File: config.mk
export PLATFORM = sky130hd
export DESIGN_NAME = bitslice_alu
export DESIGN_NICKNAME = d
export VERILOG_FILES = /design/src/rtl/alu_pkg.sv /design/src/rtl/alu_op_decode.sv /design/src/rtl/alu_slice.sv /design/src/rtl/bitslice_alu.sv
export SDC_FILE = /design/constraint.sdc
export NUM_CORES = 1
export LEC_CHECK = 0
export BUFFER_PORTS_ARGS = -buffer_cell sky130_fd_sc_hd__buf_2
export CORE_MARGIN = 2
export CORE_UTILIZATION = 30
export DETAILED_ROUTE_END_ITERATION = 12
export SETUP_SLACK_MARGIN = 0.3
export SYNTH_ARGS = -nofsm -noshare
export SYNTH_HDL_FRONTEND = slang
export SYNTH_HIERARCHICAL = 1
export SYNTH_SLANG_ARGS = --single-unit
File: constraint.sdc
create_clock -name vclk -period 14.96
set_clock_uncertainty 0.1 [all_clocks]
set_input_delay 1.496 -clock vclk [all_inputs]
set_output_delay 1.496 -clock vclk [all_outputs]
set_load 0.02 [all_outputs]
File: src/rtl/alu_pkg.sv
package alu_pkg;

   typedef enum logic [1:0] {
      OP_AND = 2'b00,
      OP_OR  = 2'b01,
      OP_NOTB = 2'b10,
      OP_ADD = 2'b11
   } alu_op_e;

   localparam int unsigned NUM_OPS = 4;

   typedef logic [NUM_OPS-1:0] op_sel_t;

   localparam int unsigned SEL_AND  = 0;
   localparam int unsigned SEL_OR   = 1;
   localparam int unsigned SEL_NOTB = 2;
   localparam int unsigned SEL_ADD  = 3;

endpackage

File: src/rtl/alu_op_decode.sv
module alu_op_decode
   import alu_pkg::*;
(
   input  logic [1:0] op_code,
   output op_sel_t    op_sel
);

   always_comb begin
      op_sel = '0;
      unique case (alu_op_e'(op_code))
         OP_AND:  op_sel[SEL_AND]  = 1'b1;
         OP_OR:   op_sel[SEL_OR]   = 1'b1;
         OP_NOTB: op_sel[SEL_NOTB] = 1'b1;
         OP_ADD:  op_sel[SEL_ADD]  = 1'b1;
         default: op_sel = '0;
      endcase
   end

endmodule

File: src/rtl/alu_slice.sv
module alu_slice
   import alu_pkg::*;
(
   input  logic    a_bit,
   input  logic    b_bit,
   input  logic    a_en,
   input  logic    b_en,
   input  logic    c_in,
   input  op_sel_t sel,
   output logic    y_bit,
   output logic    c_out
);

   logic a_g;
   logic b_g;
   logic half;
   logic sum;
   logic gen;

   assign a_g  = a_bit & a_en;
   assign b_g  = b_bit & b_en;
   assign half = a_g ^ b_g;
   assign sum  = half ^ c_in;
   assign gen  = (a_g & b_g) | (c_in & half);

   always_comb begin
      y_bit = (sel[SEL_AND]  & (a_g & b_g))
            | (sel[SEL_OR]   & (a_g | b_g))
            | (sel[SEL_NOTB] & ~b_g)
            | (sel[SEL_ADD]  & sum);
      c_out = sel[SEL_ADD] & gen;
   end

endmodule

File: src/rtl/bitslice_alu.sv
module bitslice_alu
   import alu_pkg::*;
#(
   parameter int unsigned WIDTH         = 8,
   parameter bit          SHARED_DECODE = 1'b0
) (
   input  logic [WIDTH-1:0] opa,
   input  logic [WIDTH-1:0] opb,
   input  logic [1:0]       fn,
   input  logic             ena,
   input  logic             enb,
   input  logic             inc,
   output logic [WIDTH-1:0] res,
   output logic             cout
);

   localparam int unsigned CHAIN = WIDTH + 1;

   if (WIDTH < 1) begin : g_width_chk
      $error("bitslice_alu: WIDTH must be at least 1");
   end

   logic [CHAIN-1:0]          carry;
   op_sel_t [WIDTH-1:0]       sel_lines;

   assign carry[0] = inc;

   if (SHARED_DECODE) begin : g_shared_dec
      op_sel_t common_sel;
      alu_op_decode u_dec (
         .op_code (fn),
         .op_sel  (common_sel)
      );
      for (genvar s = 0; s < WIDTH; s++) begin : g_fan
         assign sel_lines[s] = common_sel;
      end
   end else begin : g_local_dec
      for (genvar s = 0; s < WIDTH; s++) begin : g_dec
         alu_op_decode u_dec (
            .op_code (fn),
            .op_sel  (sel_lines[s])
         );
      end
   end

   for (genvar s = 0; s < WIDTH; s++) begin : g_slice
      alu_slice u_slice (
         .a_bit (opa[s]),
         .b_bit (opb[s]),
         .a_en  (ena),
         .b_en  (enb),
         .c_in  (carry[s]),
         .sel   (sel_lines[s]),
         .y_bit (res[s]),
         .c_out (carry[s+1])
      );
   end

   assign cout = carry[CHAIN-1];

endmodule

==> run metrics <==
status=complete, no violations; total power=0.0288 mW; crit path DAT=6.92 ns; vias in the first global route=858; I/O Buffers=30; Critical Path End Type=output pin; total I/O pin count=30; commonest non-fill, non-tap cell in the layout=buf_2; Fillers=between 300 and 400; DRC errors left=0; WL/cell=8.93 um; syn nets=189; Hold Path Cell Cnt=5; Detailed Routing Iterations Pass 1=3; worst hold path class=in2out; Final nets=221; total wire length=roughly 2000 um; Tot GR Track Use=9.89%; Worst slew margin=between 60% and 70%; critical path type=in2out; remaining antenna violation count=0; core footprint=roughly 3400 sq um; wire length of the first global-routing pass=3500 um; HP Start=opb[0]; Power Dens Cells=22.2 nW/um^2; layout cells sized above 1=40.2%; initial DRC count=22; mapped cell area=approximately 1100 sq um; hpwl dp=1570 um; TNS Setup=0 ns; # setup viols final=0; Hold Crit Endpoint=res[0]; Leakage=0.616 nW; worst slew pin tran=0.490 ns; synthesis-to-finish area growth=19.0%; routed vias/inst=a little over 4; Max Cap Viol=0; maximum fanout along the worst path=8; FMAX=117 MHz; Mapped Cells=144; FF+latch count=0; post-synthesis average cell area=7.58 sq um; total congestion overflow=0; gp weighted congestion=~0.76; DIE WIDTH=64.3 um; YS warnings=6; Max VDD drop=around 0.0000080 V; Hold WS=between 3 and 4 ns; Initial Util=31.9%; most frequent cells in the layout=buf_2, inv_1, nor2b_1, nand2b_1, ha_1; Rows=21; critical path data required time=13.36 ns; RSZ-0062 raised after global routing=no; Antenna Cells=0; final-report max-slew violation count=0; total number of vias=891; # hold bufs at CTS=0; Final min period=8.52 ns; Resized cells post-CTS=0; die height=approximately 64 um; Netlist cell types=13; largest net degree at the start of global routing=33; Die Footprint=4140 sq um; Worst Setup Start Kind=input port; post-route clock period utilization=approximately 57%; Final Hold Fails=0; Seq/Total Area, Yosys=0%; initial antenna violation count=0; Layout clock buffers=0; Setup Buffers After CTS=0; Reg area=0 sq um
-- cell usage after synthesis --
library cell / number / share of area (%)
nand2b_1: 16 / 9.2
fa_1: 8 / 15
ha_1: 16 / 18
inv_2: 8 / 2.8
nand2_1: 8 / 2.8
and2_1: 8 / 4.6
inv_1: 24 / 8.3
o2111ai_2: 8 / 11
nor2b_1: 16 / 9.2
nor2_1: 8 / 2.8
and2b_2: 8 / 6.4
nand2_2: 8 / 4.6
and2_2: 8 / 5.5
-- cell type report --
cell class                      count  area [sq um]  area share [%]
Timing Repair Buffer               30           150            11.6
Multi-Input combinational cell    112           971            74.8
Inverter                           32           120            9.25
Tap cell                           46          57.6            4.43
-- worst max-delay path: stages --
cell and delay (ns):
buf_2 0.15, and2_1 0.16, inv_1 0.07, fa_1 0.38
nor2b_1 0.12, inv_1 0.07, fa_1 0.40, nor2b_1 0.11
inv_1 0.06, fa_1 0.42, nor2b_1 0.11, inv_1 0.06
fa_1 0.42, nor2b_1 0.11, inv_1 0.06, fa_1 0.42
nor2b_1 0.13, inv_1 0.07, fa_1 0.41, nor2b_1 0.11
inv_1 0.06, fa_1 0.40, nor2b_1 0.12, inv_1 0.07
fa_1 0.53, nand2b_1 0.12, o2111ai_2 0.11, buf_2 0.17
-- per-layer routing --
metal	global-route usage, %	vias to the layer above	part of all wire, %
li1	-	488	-
met4	0	0	0
met2	18.9	18	45
met3	0.176	0	4.4
met1	13.1	385	50
met5	0	-	0
-- logic make-up after synthesis --
logic type	after synthesis	synth area share, %
buf+inv	32	11.0
simple gates	80	45.0
compound gates	8	11.0
fa+ha+maj	24	33.0
-- per-stage QoR --
stage | std cells | worst slack, ns | instance area (sq um) | util [%]
5_1_grt | 220 | 5.99 | 1300 | 38.0
4_1_cts | 220 | 6.37 | 1300 | 38.0
3_3_place_gp | 220 | 6.46 | 1300 | 38.0
2_1_floorplan | 144 | 6.94 | 1090 | -
3_5_place_dp | 220 | 6.37 | 1300 | 38.0
6_report | 220 | 6.44 | 1300 | 38.0
-- worst max path at each step --
stage           start     end  slack, ns
6_report          ena  res[7]       6.44
3_5_place_dp      ena  res[7]       6.37
2_1_floorplan  opa[0]  res[7]       6.94
3_3_place_gp      ena  res[7]       6.46
5_1_grt           ena  res[7]       5.99
4_1_cts           ena  res[7]       6.37
-- power breakdown --
part	leakage [nW]	total, mW	internal (mW)	switching (mW)
sequential	0	0	0	0
combinational	0.616	0.0288	0.0130	0.0158
clock	0	0	0	0
Note: power is estimated with default switching activity, not from simulation.
